### src/rtl/cu_pkg.sv
package cu_pkg;

    typedef enum logic [1:0] {
        ST_IDLE   = 2'd0,
        ST_GATHER = 2'd1,
        ST_EXEC   = 2'd2,
        ST_DRAIN  = 2'd3
    } cu_state_e;

    typedef struct packed {
        logic inv_a;
        logic zero_a;
        logic imm_ok;
        logic rc;
    } cu_flags_t;

endpackage

### src/rtl/cu_seq.sv
module cu_seq
    import cu_pkg::*;
(
    input  logic      clk,
    input  logic      rst_n,
    input  logic      issue_i,
    input  logic      gather_done_i,
    input  logic      alu_in_ready_i,
    input  logic      alu_out_valid_i,
    input  logic      res_any_ok_i,
    input  logic      drain_left_i,
    output cu_state_e state_o,
    output logic      accept_o,
    output logic      capture_o,
    output logic      alu_in_valid_o,
    output logic      alu_out_ready_o
);

    typedef struct packed {
        cu_state_e st;
        logic      sent;
    } seq_t;

    seq_t q, d;
    logic handed;

    always_comb begin
        d               = q;
        accept_o        = 1'b0;
        capture_o       = 1'b0;
        alu_in_valid_o  = 1'b0;
        alu_out_ready_o = 1'b0;
        handed          = 1'b0;
        unique case (q.st)
            ST_IDLE: begin
                if (issue_i) begin
                    accept_o = 1'b1;
                    d.st     = ST_GATHER;
                    d.sent   = 1'b0;
                end
            end
            ST_GATHER: begin
                if (gather_done_i) d.st = ST_EXEC;
            end
            ST_EXEC: begin
                alu_in_valid_o  = !q.sent;
                alu_out_ready_o = 1'b1;
                handed          = q.sent | alu_in_ready_i;
                if (alu_in_valid_o && alu_in_ready_i) d.sent = 1'b1;
                if (handed && alu_out_valid_i) begin
                    capture_o = 1'b1;
                    d.st      = res_any_ok_i ? ST_DRAIN : ST_IDLE;
                end
            end
            ST_DRAIN: begin
                if (!drain_left_i) d.st = ST_IDLE;
            end
            default: d.st = ST_IDLE;
        endcase
    end

    always_ff @(posedge clk) begin
        if (!rst_n) begin
            q.st   <= ST_IDLE;
            q.sent <= 1'b0;
        end else begin
            q <= d;
        end
    end

    assign state_o = q.st;


    alu_valid_hold_chk: assert property (@(posedge clk) disable iff (!rst_n)
        alu_in_valid_o && !alu_in_ready_i |=> alu_in_valid_o);


    exec_after_gather_chk: assert property (@(posedge clk) disable iff (!rst_n)
        alu_in_valid_o |-> (q.st == ST_EXEC));

endmodule

### src/rtl/cu_src_port.sv
module cu_src_port #(
    parameter int W = 16
) (
    input  logic         clk,
    input  logic         rst_n,
    input  logic         start_i,
    input  logic         gather_i,
    input  logic         need_i,
    input  logic         go_i,
    input  logic [W-1:0] data_i,
    output logic         rel_o,
    output logic         done_o,
    output logic [W-1:0] val_o
);

    typedef struct packed {
        logic         got;
        logic [W-1:0] val;
    } src_t;

    src_t q, d;
    logic take;

    assign rel_o  = gather_i & need_i & !q.got;
    assign take   = rel_o & go_i;
    assign done_o = !need_i | q.got | take;
    assign val_o  = q.val;

    always_comb begin
        d = q;
        if (start_i) begin
            d.got = 1'b0;
            d.val = '0;
        end else if (take) begin
            d.got = 1'b1;
            d.val = data_i;
        end
    end

    always_ff @(posedge clk) begin
        if (!rst_n) begin
            q.got <= 1'b0;
            q.val <= '0;
        end else begin
            q <= d;
        end
    end


    rd_rel_hold_chk: assert property (@(posedge clk) disable iff (!rst_n)
        rel_o && !go_i |=> rel_o || !need_i);


    rd_once_chk: assert property (@(posedge clk) disable iff (!rst_n)
        take |=> !rel_o);

endmodule

### src/rtl/cu_dst_port.sv
module cu_dst_port #(
    parameter int W = 16
) (
    input  logic         clk,
    input  logic         rst_n,
    input  logic         start_i,
    input  logic         load_i,
    input  logic         ok_i,
    input  logic [W-1:0] res_i,
    input  logic         drain_i,
    input  logic         go_i,
    output logic         rel_o,
    output logic [W-1:0] dest_o,
    output logic         mask_o,
    output logic         left_o
);

    typedef struct packed {
        logic         pend;
        logic         mask;
        logic [W-1:0] res;
    } dst_t;

    dst_t q, d;
    logic grant;

    assign rel_o  = drain_i & q.pend;
    assign grant  = rel_o & go_i;
    assign dest_o = grant ? q.res : '0;
    assign mask_o = q.mask;
    assign left_o = q.pend & !grant;

    always_comb begin
        d = q;
        if (start_i) begin
            d.pend = 1'b0;
            d.mask = 1'b0;
            d.res  = '0;
        end else if (load_i) begin
            d.pend = ok_i;
            d.mask = ok_i;
            d.res  = res_i;
        end else if (grant) begin
            d.pend = 1'b0;
        end
    end

    always_ff @(posedge clk) begin
        if (!rst_n) begin
            q.pend <= 1'b0;
            q.mask <= 1'b0;
            q.res  <= '0;
        end else begin
            q <= d;
        end
    end


    wr_rel_hold_chk: assert property (@(posedge clk) disable iff (!rst_n)
        rel_o && !go_i |=> rel_o);


    wr_rel_masked_chk: assert property (@(posedge clk) disable iff (!rst_n)
        rel_o |-> mask_o);

endmodule

### src/rtl/cu_op_tracker.sv
module cu_op_tracker
    import cu_pkg::*;
#(
    parameter int W       = 16,
    parameter int NUM_SRC = 3,
    parameter int NUM_DST = 2,
    parameter int OPW     = 4
) (
    input  logic                   clk,
    input  logic                   rst_n,
    input  logic                   issue_i,
    input  logic [OPW-1:0]         op_type_i,
    input  logic                   op_inv_a_i,
    input  logic [W-1:0]           op_imm_i,
    input  logic                   op_imm_ok_i,
    input  logic                   op_zero_a_i,
    input  logic                   op_rc_i,
    input  logic [NUM_SRC-1:0]     read_skip_i,
    output logic                   busy_o,
    output logic [NUM_SRC-1:0]     rd_rel_o,
    input  logic [NUM_SRC-1:0]     rd_go_i,
    input  logic [NUM_SRC*W-1:0]   src_data_i,
    output logic                   alu_in_valid_o,
    input  logic                   alu_in_ready_i,
    output logic [OPW-1:0]         alu_op_type_o,
    output logic                   alu_inv_a_o,
    output logic                   alu_rc_o,
    output logic [NUM_SRC*W-1:0]   alu_opnd_o,
    input  logic                   alu_out_valid_i,
    output logic                   alu_out_ready_o,
    input  logic [NUM_DST*W-1:0]   alu_res_i,
    input  logic [NUM_DST-1:0]     alu_res_ok_i,
    output logic [NUM_DST-1:0]     wr_rel_o,
    input  logic [NUM_DST-1:0]     wr_go_i,
    output logic [NUM_DST*W-1:0]   dest_o,
    output logic [NUM_DST-1:0]     wrmask_o
);

    localparam int SRC_BITS = NUM_SRC * W;
    localparam int DST_BITS = NUM_DST * W;

    typedef struct packed {
        cu_flags_t      flags;
        logic [OPW-1:0] typ;
        logic [W-1:0]   imm;
    } op_t;

    op_t q, d;

    cu_state_e           state;
    logic                accept;
    logic                capture;
    logic [NUM_SRC-1:0]  need;
    logic [NUM_SRC-1:0]  src_done;
    logic [NUM_DST-1:0]  dst_left;
    logic [SRC_BITS-1:0] src_val;
    logic [DST_BITS-1:0] dest_w;

    always_comb begin
        d = q;
        if (accept) begin
            d.flags.inv_a  = op_inv_a_i;
            d.flags.zero_a = op_zero_a_i;
            d.flags.imm_ok = op_imm_ok_i;
            d.flags.rc     = op_rc_i;
            d.typ          = op_type_i;
            d.imm          = op_imm_i;
        end
    end

    always_ff @(posedge clk) begin
        if (!rst_n) begin
            q <= '0;
        end else begin
            q <= d;
        end
    end

    cu_seq u_seq (
        .clk             (clk),
        .rst_n           (rst_n),
        .issue_i         (issue_i),
        .gather_done_i   (&src_done),
        .alu_in_ready_i  (alu_in_ready_i),
        .alu_out_valid_i (alu_out_valid_i),
        .res_any_ok_i    (|alu_res_ok_i),
        .drain_left_i    (|dst_left),
        .state_o         (state),
        .accept_o        (accept),
        .capture_o       (capture),
        .alu_in_valid_o  (alu_in_valid_o),
        .alu_out_ready_o (alu_out_ready_o)
    );

    for (genvar i = 0; i < NUM_SRC; i++) begin : g_src
        logic special;
        logic [W-1:0] forced;
        if (i == 0) begin : g_a
            assign special = q.flags.zero_a;
            assign forced  = '0;
        end else if (i == 1) begin : g_b
            assign special = q.flags.imm_ok;
            assign forced  = q.imm;
        end else begin : g_plain
            assign special = 1'b0;
            assign forced  = '0;
        end

        assign need[i] = !read_skip_i[i] & !special;

        cu_src_port #(.W(W)) u_src (
            .clk      (clk),
            .rst_n    (rst_n),
            .start_i  (accept),
            .gather_i (state == ST_GATHER),
            .need_i   (need[i]),
            .go_i     (rd_go_i[i]),
            .data_i   (src_data_i[i*W +: W]),
            .rel_o    (rd_rel_o[i]),
            .done_o   (src_done[i]),
            .val_o    (src_val[i*W +: W])
        );

        assign alu_opnd_o[i*W +: W] = read_skip_i[i] ? '0 :
                                      special        ? forced :
                                                       src_val[i*W +: W];
    end

    for (genvar j = 0; j < NUM_DST; j++) begin : g_dst
        cu_dst_port #(.W(W)) u_dst (
            .clk     (clk),
            .rst_n   (rst_n),
            .start_i (accept),
            .load_i  (capture),
            .ok_i    (alu_res_ok_i[j]),
            .res_i   (alu_res_i[j*W +: W]),
            .drain_i (state == ST_DRAIN),
            .go_i    (wr_go_i[j]),
            .rel_o   (wr_rel_o[j]),
            .dest_o  (dest_w[j*W +: W]),
            .mask_o  (wrmask_o[j]),
            .left_o  (dst_left[j])
        );
    end

    assign dest_o        = dest_w;
    assign busy_o        = (state != ST_IDLE);
    assign alu_op_type_o = q.typ;
    assign alu_inv_a_o   = q.flags.inv_a;
    assign alu_rc_o      = q.flags.rc;


    busy_rise_chk: assert property (@(posedge clk) disable iff (!rst_n)
        issue_i && !busy_o |=> busy_o);


    busy_covers_write_chk: assert property (@(posedge clk) disable iff (!rst_n)
        (|wr_rel_o) |-> busy_o);


    op_stable_chk: assert property (@(posedge clk) disable iff (!rst_n)
        busy_o |=> (!busy_o || $stable(alu_op_type_o)));


    skip_no_req_chk: assert property (@(posedge clk) disable iff (!rst_n)
        (rd_rel_o & read_skip_i) == '0);


    zero_a_no_req_chk: assert property (@(posedge clk) disable iff (!rst_n)
        busy_o && q.flags.zero_a |-> !rd_rel_o[0]);


    imm_no_req_chk: assert property (@(posedge clk) disable iff (!rst_n)
        busy_o && q.flags.imm_ok |-> !rd_rel_o[1]);


    phase_excl_chk: assert property (@(posedge clk) disable iff (!rst_n)
        (|rd_rel_o) |-> !(|wr_rel_o));

endmodule

### config.mk
export PLATFORM = sky130hd
export DESIGN_NAME = cu_op_tracker
export DESIGN_NICKNAME = d
export VERILOG_FILES = /design/src/rtl/cu_pkg.sv /design/src/rtl/cu_seq.sv /design/src/rtl/cu_src_port.sv /design/src/rtl/cu_dst_port.sv /design/src/rtl/cu_op_tracker.sv
export SDC_FILE = /design/constraint.sdc
export NUM_CORES = 1
export LEC_CHECK = 0
export ABC_AREA = 1
export BUFFER_PORTS_ARGS = -buffer_cell sky130_fd_sc_hd__buf_4
export CORE_MARGIN = 2
export CORE_UTILIZATION = 35
export DETAILED_ROUTE_END_ITERATION = 7
export MAX_ROUTING_LAYER = met4
export PLACE_DENSITY = 0.75
export REMOVE_ABC_BUFFERS = 1
export SLEW_MARGIN = 20
export SYNTH_ARGS = -nofsm -noshare
export SYNTH_HDL_FRONTEND = slang
export SYNTH_SLANG_ARGS = --single-unit
### constraint.sdc
create_clock -name clk -period 1.5 [get_ports clk]
set_input_delay 0 -clock clk [delete_from_list [all_inputs] [get_ports clk]]
set_output_delay 0 -clock clk [all_outputs]
set_load 0.02 [all_outputs]
# == Word-level counts from Yosys, hierarchy flattened ==
# Cells that the tools add are included.
# totals
regBits,114
latch_bits,0
ramBits,0
rom_bits,0
inputBits,119
out_inout_bits,96
word_cells,104
mem_count,0
# classes
add_sub_neg,0
n_mul,0
div_mod_pow,0
order_cmp,0
eq_ne,8
shift,0
muxes,25
bitwise_logic,25
n_reduce_logical,26
# op_table
op,n
16-bit 2-to-1 mux,7
1-bit bitwise AND,17
1-bit zero test,13
1-bit 2-to-1 mux,11
2-bit 2-to-1 mux,4
2-bit one-hot mux with 4 select lines,1
2-bit nonzero test,4
1-bit OR,7
2-bit inequality test (second input constant),3
3-bit AND reduction,2
2-bit OR reduction,3
2-bit == test (second input constant),2
2-bit by 1-bit inequality test with 1-bit output (second input constant),2
4-bit AND reduction,1
3-bit 2-to-1 mux,1
2-bit by 1-bit == test with 1-bit output (second input constant),1
1-bit logical AND,2
2-bit zero test,1
1-bit one-hot mux with 2 select lines,1
1-bit inverter,1

# == Longest topological paths before layout ==
# Gate-level depths: netlist of the first run.
# depth
depth_word,9
ltp_mapped,9
depth_no_buf,9

# == Hierarchy ==
# A second synthesis of the first run with hierarchy kept.
# hier_totals
hier_cells,1062
area_unflattened_um2,6686.4
# by_module_without_submodules
module,instances,cells_each,area_each_um2,seq_area_each_um2
cu_src_port,3,160,1009.7,340.3
cu_dst_port,2,115,910.9,360.3
cu_op_tracker,1,316,1622.8,480.5
cu_seq,1,36,212.7,60.1

# == Worst setup path before layout of the first run ==
# No wires, ideal clock.
# synth_path
kind,reg2reg
start,"register u_seq.q, in the netlist u_seq.state_o[1]"
end,register g_dst[0].u_dst.q[12] (netlist bit)
setup_ns,0.079
t_arrival_ns,1.415
required_ns,1.421
setup_slack_ns,0.006
stages_incl_launch_ff,9
path_buffers,2
period_less_slack_ns,1.494
path_cell_list,dfxtp_1 inv_2 nor2_2 inv_2 nor2_2 inv_2 buf_2 buf_6 a211oi_2
# synth_via
elab_chain_len,3
word_cells_on_any_way,5
cone_classes,eq/ne (1); mux (2); reduce/logical (2)
# synth_lines
element,line_no,text
start: declaration,cu_seq.sv:24,"seq_t q, d;"
2-bit zero test,cu_seq.sv:34,unique case (q.st)
1-bit 2-to-1 mux,cu_seq.sv:34,
2-bit OR reduction (no source line),-,
end: declaration,cu_dst_port.sv:24,"dst_t q, d;"
# Parallel ways exist; a longest one is shown, timed or not.
# A chain may end at the register's enable or synchronous reset.

# == Final worst setup path of the first run ==
# layout_path
start,"register u_seq.q, in the netlist u_seq.state_o[0]"
end,output port dest_o[15]
# layout_via
elab_chain_len,4
# layout_lines
element,line_no,text
2-bit == test,cu_op_tracker.sv:137,".drain_i (state == ST_DRAIN),"
1-bit bitwise AND,cu_dst_port.sv:27,assign rel_o = drain_i & q.pend;
1-bit bitwise AND,cu_dst_port.sv:28,assign grant = rel_o & go_i;
16-bit 2-to-1 mux,cu_dst_port.sv:29,assign dest_o = grant ? q.res : '0;
end: declaration,cu_op_tracker.sv:35,"output logic [NUM_DST*W-1:0] dest_o,"
# No other way between the ends.

==> out/metrics.cfg, run 1 <==
[grt]
grt_pass1_wl_um=25390
grt_max_degree=34
groute.usage.overall=0.2211
grt_overflow=0
antenna_found_initial=1
first_global_vias=5367

[synthesis]
synth_top_family_by_area=simple AND/OR/NAND/NOR gates
syn_area_um2=4946
synth_top_area_frac=0.4614
synth_compound_area_frac=0.1900
synth-xor-area-share=0
synthTopCellsByCount=nor2_1 (188), dfxtp_1 (114), inv_1 (79), nand2_1 (69), a211oi_1 (44)
ys_seq_area_frac=0.4614
yosysMostFrequentCell=nor2_1
ys_types=23
synth_adder_area_share=0
synth_simple_gate_area_frac=0.2294
ys.warnings.count=0
synthTopCellsByArea=dfxtp_1 (46%), nor2_1 (14%), a211oi_1 (6.7%)
yosys.area.top_type=dfxtp_1
muxShareOfSynthArea=0
synth_edf_count=0
postSynthAreaPerCell_um2=7.371
yosys_register_bits=114
netlist_instances=671
synth_ff_type=dfxtp_1
asyncSetResetFlopFracSynth=0

[route]
drt_pre_antenna_iters=5
first_iter_violations=261
ant_nets=0
drc_errors=0
wl_per_cell_um=14.95
routed_wl_um=17830
via_count=5659
viasPerCell=4.744

[cells_and_area]
syn_to_final_growth_pct=83.56
stdcell_area_um2=9079
drive_above_1_share=0.3656
final_nets=1119

[worst_setup_path]
worstSetupPathType=reg2out
crit_path_end_kind=output pin
cp_max_fo=8
crit_required_ps=1500
arrival_ps=1520
start_kind=flip-flop

[die]
row_count=43
die_area_um2=15100
start_util=0.3577
fp.dieH_um=122.9
die_w_um=122.9
ios=215
core_um2=13830

[placement]
dp_hpwl_um=9852
placed_area_um2=6815
port_buffers=214
place_congestion=0.8167

[clock_network]
cts_buffers=17
clk_latency_ps=400
clock-root-buffer=clkbuf_16
clk_pin_slew_ps=50
htreeDepth=4
cts_tree=done
cts.sinks=114
clock_path_buffers=2

[timing]
slew_headroom=0.7941
min_period_ps=1517
rsz0062_at_grt=yes
finClkSkew_ps=6.166
fin_tns_setup_ps=-56.92
slew_violations=0
max_freq_mhz=659.1
setup_viol=10
fin_hold_ws_ps=92.69
timing.final.hold_violations=0
worst_slack_ps=-17.20
min_period_over_period=1.011
worst_pin_slew_ps=305.6

[min_path]
hp-class=in2reg

[status]
status=complete, but fails checks
violations=negative setup slack

[power]
peakVddDrop_v=0.0007159
leakage_nw=3.757
cellPowerDensity_nw_per_um2=1134

[run]
cap_violations=0

final cells by class:
class / instances / area, um2
timing repair buffer: 360 / 3254
clock inverter: 5 / 25.02
tap: 180 / 225.2
antenna: 1 / 2.502
clock buffer: 26 / 519.2
sequential: 114 / 2293
multi-input combinational: 420 / 2426
inverter: 87 / 332.8
fill: 1049 / 4748
metrics by stage:
| stage | power [W] | std cells | worst slack, ps | utilization |
|---|---|---|---|---|
| floorplan | 0.004912 | 621 | -979.7 | - |
| global placement | 0.006107 | 1039 | 102.9 | 0.4929 |
| detailed placement | 0.006156 | 1039 | 38.28 | 0.4929 |
| CTS | 0.01014 | 1184 | -86.16 | 0.6168 |
| global route | 0.01084 | 1193 | -102.5 | 0.6566 |
| finish | 0.01029 | 1193 | -17.20 | 0.6566 |
placed cells by master (no fill, tap or decap), types with 3 or more instances in the layout:
master,n
dfxtp_1,111
nor2_1,151
o21ai_0,30
nand2_1,65
a21oi_2,4
buf_12,11
clkbuf_16,18
inv_2,5
nand3_1,19
clkbuf_1,3
inv_1,79
a211oi_1,33
buf_6,29
clkbuf_8,6
a21oi_1,37
clkinv_2,6
nand2_4,4
nor2_2,13
nor2_4,27
dfxtp_4,3
dlygate4sd3_1,112
buf_4,206
a211oi_2,31
metal layers:
| layer | vias to the layer above | GRT usage | wire (um) |
|---|---|---|---|
| met3 | 44 | 0.05437 | 1121 |
| met1 | 2613 | 0.2443 | 6986 |
| li1 | 2792 | - | - |
| met5 | - | - | 0 |
| met4 | 0 | 0.1013 | 527 |
| met2 | 210 | 0.3747 | 9198 |
flip-flops by register name, indices dropped and copies added, names as in the netlist:
register            flops
g_dst.u_dst.q          34
alu_op_type_o           4
u_seq.state_o           2
g_src.forced           16
g_src.u_src.val_o      48
g_dst.u_dst.mask_o      2
alu_rc_o                1
g_src.special           2
alu_inv_a_o             1
g_src.u_src.q           3
u_seq.q                 1
power breakdown:
part | leakage [nW] | internal (W) | total [W] | switching (W)
sequential | 0.928 | 0.00343 | 0.00365 | 0.000219
clock | 0.276 | 0.00235 | 0.00366 | 0.00131
combinational | 2.55 | 0.00130 | 0.00299 | 0.00169
timing repair:
action	CTS	global route
gates resized for setup	13	123
endpoints found under the hold margin	111	0
hold buffers	112	0
pin swaps	0	3
setup buffers	2	7
setup endpoints to repair	49	96
cloned	0	2
path summary, 6_finish.rpt:
kind	startpoint	end	slack (ps)	cells after the start
worst max register to register	u_seq.state_o[1]$_SDFFE_PN0P_	g_src[0].u_src.val_o[12]$_SDFFE_PP0P_	30	8
worst max-delay path	u_seq.state_o[0]$_SDFFE_PN0P_	dest_o[15]	-20	6
worst min-delay path	rd_go_i[2]	g_src[2].u_src.q[16]$_SDFFE_PP0P_	90	4
worst min register to register	g_src[2].u_src.q[16]$_SDFFE_PP0P_	g_src[2].u_src.q[16]$_SDFFE_PP0P_	450	2
cells by family (layout without fill, tap and decap cells):
logic type / count (synthesis) / after routing
buffers and inverters: 137 / 478
flip-flops: 114 / 114
other: 0 / 1
AND/OR/NAND/NOR: 285 / 285
AO/OA/AOI/OAI: 135 / 135
worst max-delay path, stage by stage, from the launching register on:
cell and delay [ps]:
dfxtp_4 410, nand2_8 80, nor2_4 130, nand2_4 80
buf_6 160, nor2_1 100, buf_4 150
Power figures use the tool's default switching activity.
==> run 2: changes to the inputs <==
- SETUP_SLACK_MARGIN: unset -> 0.5
- SLEW_MARGIN: 20 -> unset
==> run 2 against run 1 <==
Net effect: the run ends with negative hold slack, negative setup slack left; largest cell class unchanged; largest power group is now combinational logic; critical path depth is the same; sequential share of layout area down 4.1 points; clock skew increased by 4.6 ps; power up 21%; critical path type unchanged; combinational power is 67% higher; die area stayed put.
==> out/metrics.cfg, run 2 (synthesized netlist as in run 1, its figures left out) <==
[placement]
port_buffers=214
place_inst=1039
dp_slack_ps=38.28
dp_hpwl_um=9852
place_congestion=0.8167

[power]
p_int_w=0.008170
pwr-share-clk=0.300
cellPowerDensity_nw_per_um2=1137
power_switching_w=0.004288
swShare=0.3442
power_frac_seq=0.301
leakage_nw=4.435
p_comb_frac=0.399
peakVddDrop_v=0.0007790

[timing]
worst_slack_ps=-30.68
timing.final.hold_violations=1
min_period_over_period=1.020
fin_hold_ws_ps=-55.66
worst_pin_slew_ps=640.9
min_period_ps=1531
max_freq_mhz=653.3
rsz0062_at_grt=yes
finClkSkew_ps=10.76
slew_headroom=0.5713
setup_viol=9
fin_tns_setup_ps=-90.28
slew_violations=0

[worst_setup_path]
slowest_delay_ps=380
worstSetupPathType=reg2out
crit_slowest_cell=dfxtp_4
cp_max_fo=16
timing.rr.start=u_seq.state_o[0]$_SDFFE_PN0P_
rrSetupSlack_ps=0
crit_path_end_kind=output pin
crit_path_cell_trace=nand2_4, nor2_4, nand2_2, buf_12, nor2_2, buf_6
arrival_ps=1530
start_kind=flip-flop
ff2ff_path_depth=9
path_buf_inv=2
crit_required_ps=1500
timing.rr.end=g_src[1].forced[2]$_SDFFE_PN0P_
worstSetupPathDepth=6
crit_family=simple AND/OR/NAND/NOR gates

[clock_network]
cts.sinks=114
hold_buffers=110
clk_latency_ps=410
clock-root-buffer=clkbuf_16
clock_path_buffers=2
clk_pin_slew_ps=50
cts_buffers=17
cts_tree=done
htreeDepth=4

[die]
start_util=0.3577
die_area_um2=15100
row_count=43
die_w_um=122.9
fp.dieH_um=122.9
ios=215
core_um2=13830

[route]
via_count=6218
first_iter_violations=281
drc_errors=0
routed_wl_um=22760
ant_nets=0
drt_pre_antenna_iters=5
wl_per_cell_um=18.50
viasPerCell=5.055

[status]
violations=negative hold slack, negative setup slack
status=complete, but fails checks

[cells_and_area]
syn_to_final_growth_pct=121.5
layout.cells.most_common=buf_4
final_nets=1157
n_antenna_cell=0
finalNonFillerCells=1230
nFillCells=762
drive_above_1_share=0.6000
final_cell_mix=buf_4 (176), dlygate4sd3_1 (110), dfxtp_1 (93)
largest_reg_flops=48

[grt]
antenna_found_initial=0
groute.usage.overall=0.2607
grt_overflow=0
first_global_vias=6128
grt_pass1_wl_um=29610
grt_max_degree=27

[min_path]
holdPathEnd=g_dst[0].u_dst.q[17]$_SDFFE_PP0P_
whs_path_depth=4
min_from=wr_go_i[0]
hp-class=in2reg

[run]
cap_violations=0

## run 2: cell count changes in the layout (fill, tap and decap cells not counted), moves of 17 or more
cell / previous run / this run
buf_6: 29 / 71
nand2_4: 4 / 33
dfxtp_1: 111 / 93
a211oi_1: 33 / 1
inv_1: 79 / 62
dfxtp_2: 0 / 18
a211oi_2: 31 / 63
buf_4: 206 / 176
nor2_4: 27 / 62
nor2_1: 151 / 68
nand2_1: 65 / 14
nand2_2: 0 / 21
nor2_2: 13 / 61
## run 2: what timing repair did
action                     CTS  global route
pin swaps                   35            51
cloned                      12             7
hold endpoints to repair   110             1
setup buffers               20            11
setup endpoints to repair  193           202
gates resized for setup    223           292
## run 2: cell type report
cell class,count,area [um2],share of cell area
clock inverters,5,25.02,0.002284
multi-input cells,422,3435,0.3135
flip-flops and latches,114,2316,0.2114
well taps,180,225.2,0.02056
inverters,87,344.1,0.03141
repair buffers,396,4090,0.3734
clock buffers,26,519.2,0.04740
## run 2: routing by layer
metal | routed length (um) | track usage | part of all wire | up-vias
met1 | 8117 | 0.2730 | 0.36 | 2953
met4 | 937 | 0.1343 | 0.041 | 0
li1 | - | - | - | 2881
met3 | 1453 | 0.06134 | 0.064 | 90
met2 | 12250 | 0.4548 | 0.54 | 294
met5 | 0 | - | 0 | -
## run 2: power by group through the flow
stage / registers, W / logic (W) / clock network [W]
CTS: 0.00363 / 0.00392 / 0.00374
floorplan: 0.00368 / 0.00123 / 0
global placement: 0.00363 / 0.00248 / 0
detailed placement: 0.00364 / 0.00251 / 0
global route: 0.00378 / 0.00524 / 0.00391
finish: 0.00375 / 0.00498 / 0.00373
## run 2: worst register-to-register path, cell delays in order, from the launching register on
cell,delay (ps)
dfxtp_4,360
buf_4,150
nor2_4,120
inv_2,60
nor2_4,120
inv_4,70
buf_8,140
clkbuf_16,180
nor2_2,120
nor2_1,70
## run 2: stage by stage
| stage | utilization | total power (W) | hold slack, ps | instance area [um2] |
|---|---|---|---|---|
| after floorplan | - | 0.004912 | 74.90 | 4686 |
| after global placement | 0.4929 | 0.006107 | 224.9 | 6815 |
| after detailed placement | 0.4929 | 0.006156 | 230.3 | 6815 |
| after CTS | 0.7033 | 0.01129 | -74.20 | 9724 |
| after global routing | 0.7922 | 0.01293 | -39.40 | 10950 |
| final | 0.7922 | 0.01246 | -55.66 | 10950 |
## run 2: how the worst max path moves through the flow
stage,start,end,slack (ps)
after floorplan,u_seq.state_o[0]$_SDFFE_PN0P_,g_dst[0].u_dst.q[0]$_SDFFE_PP0P_,-980
after global placement,u_seq.state_o[0]$_SDFFE_PN0P_,g_src[1].u_src.val_o[14]$_SDFFE_PP0P_,100
after detailed placement,u_seq.state_o[0]$_SDFFE_PN0P_,g_src[1].u_src.val_o[2]$_SDFFE_PP0P_,40
after CTS,u_seq.state_o[1]$_SDFFE_PN0P_,rd_rel_o[1],-70
after global routing,u_seq.state_o[0]$_SDFFE_PN0P_,dest_o[10],-100
final,u_seq.state_o[1]$_SDFFE_PN0P_,dest_o[9],-30
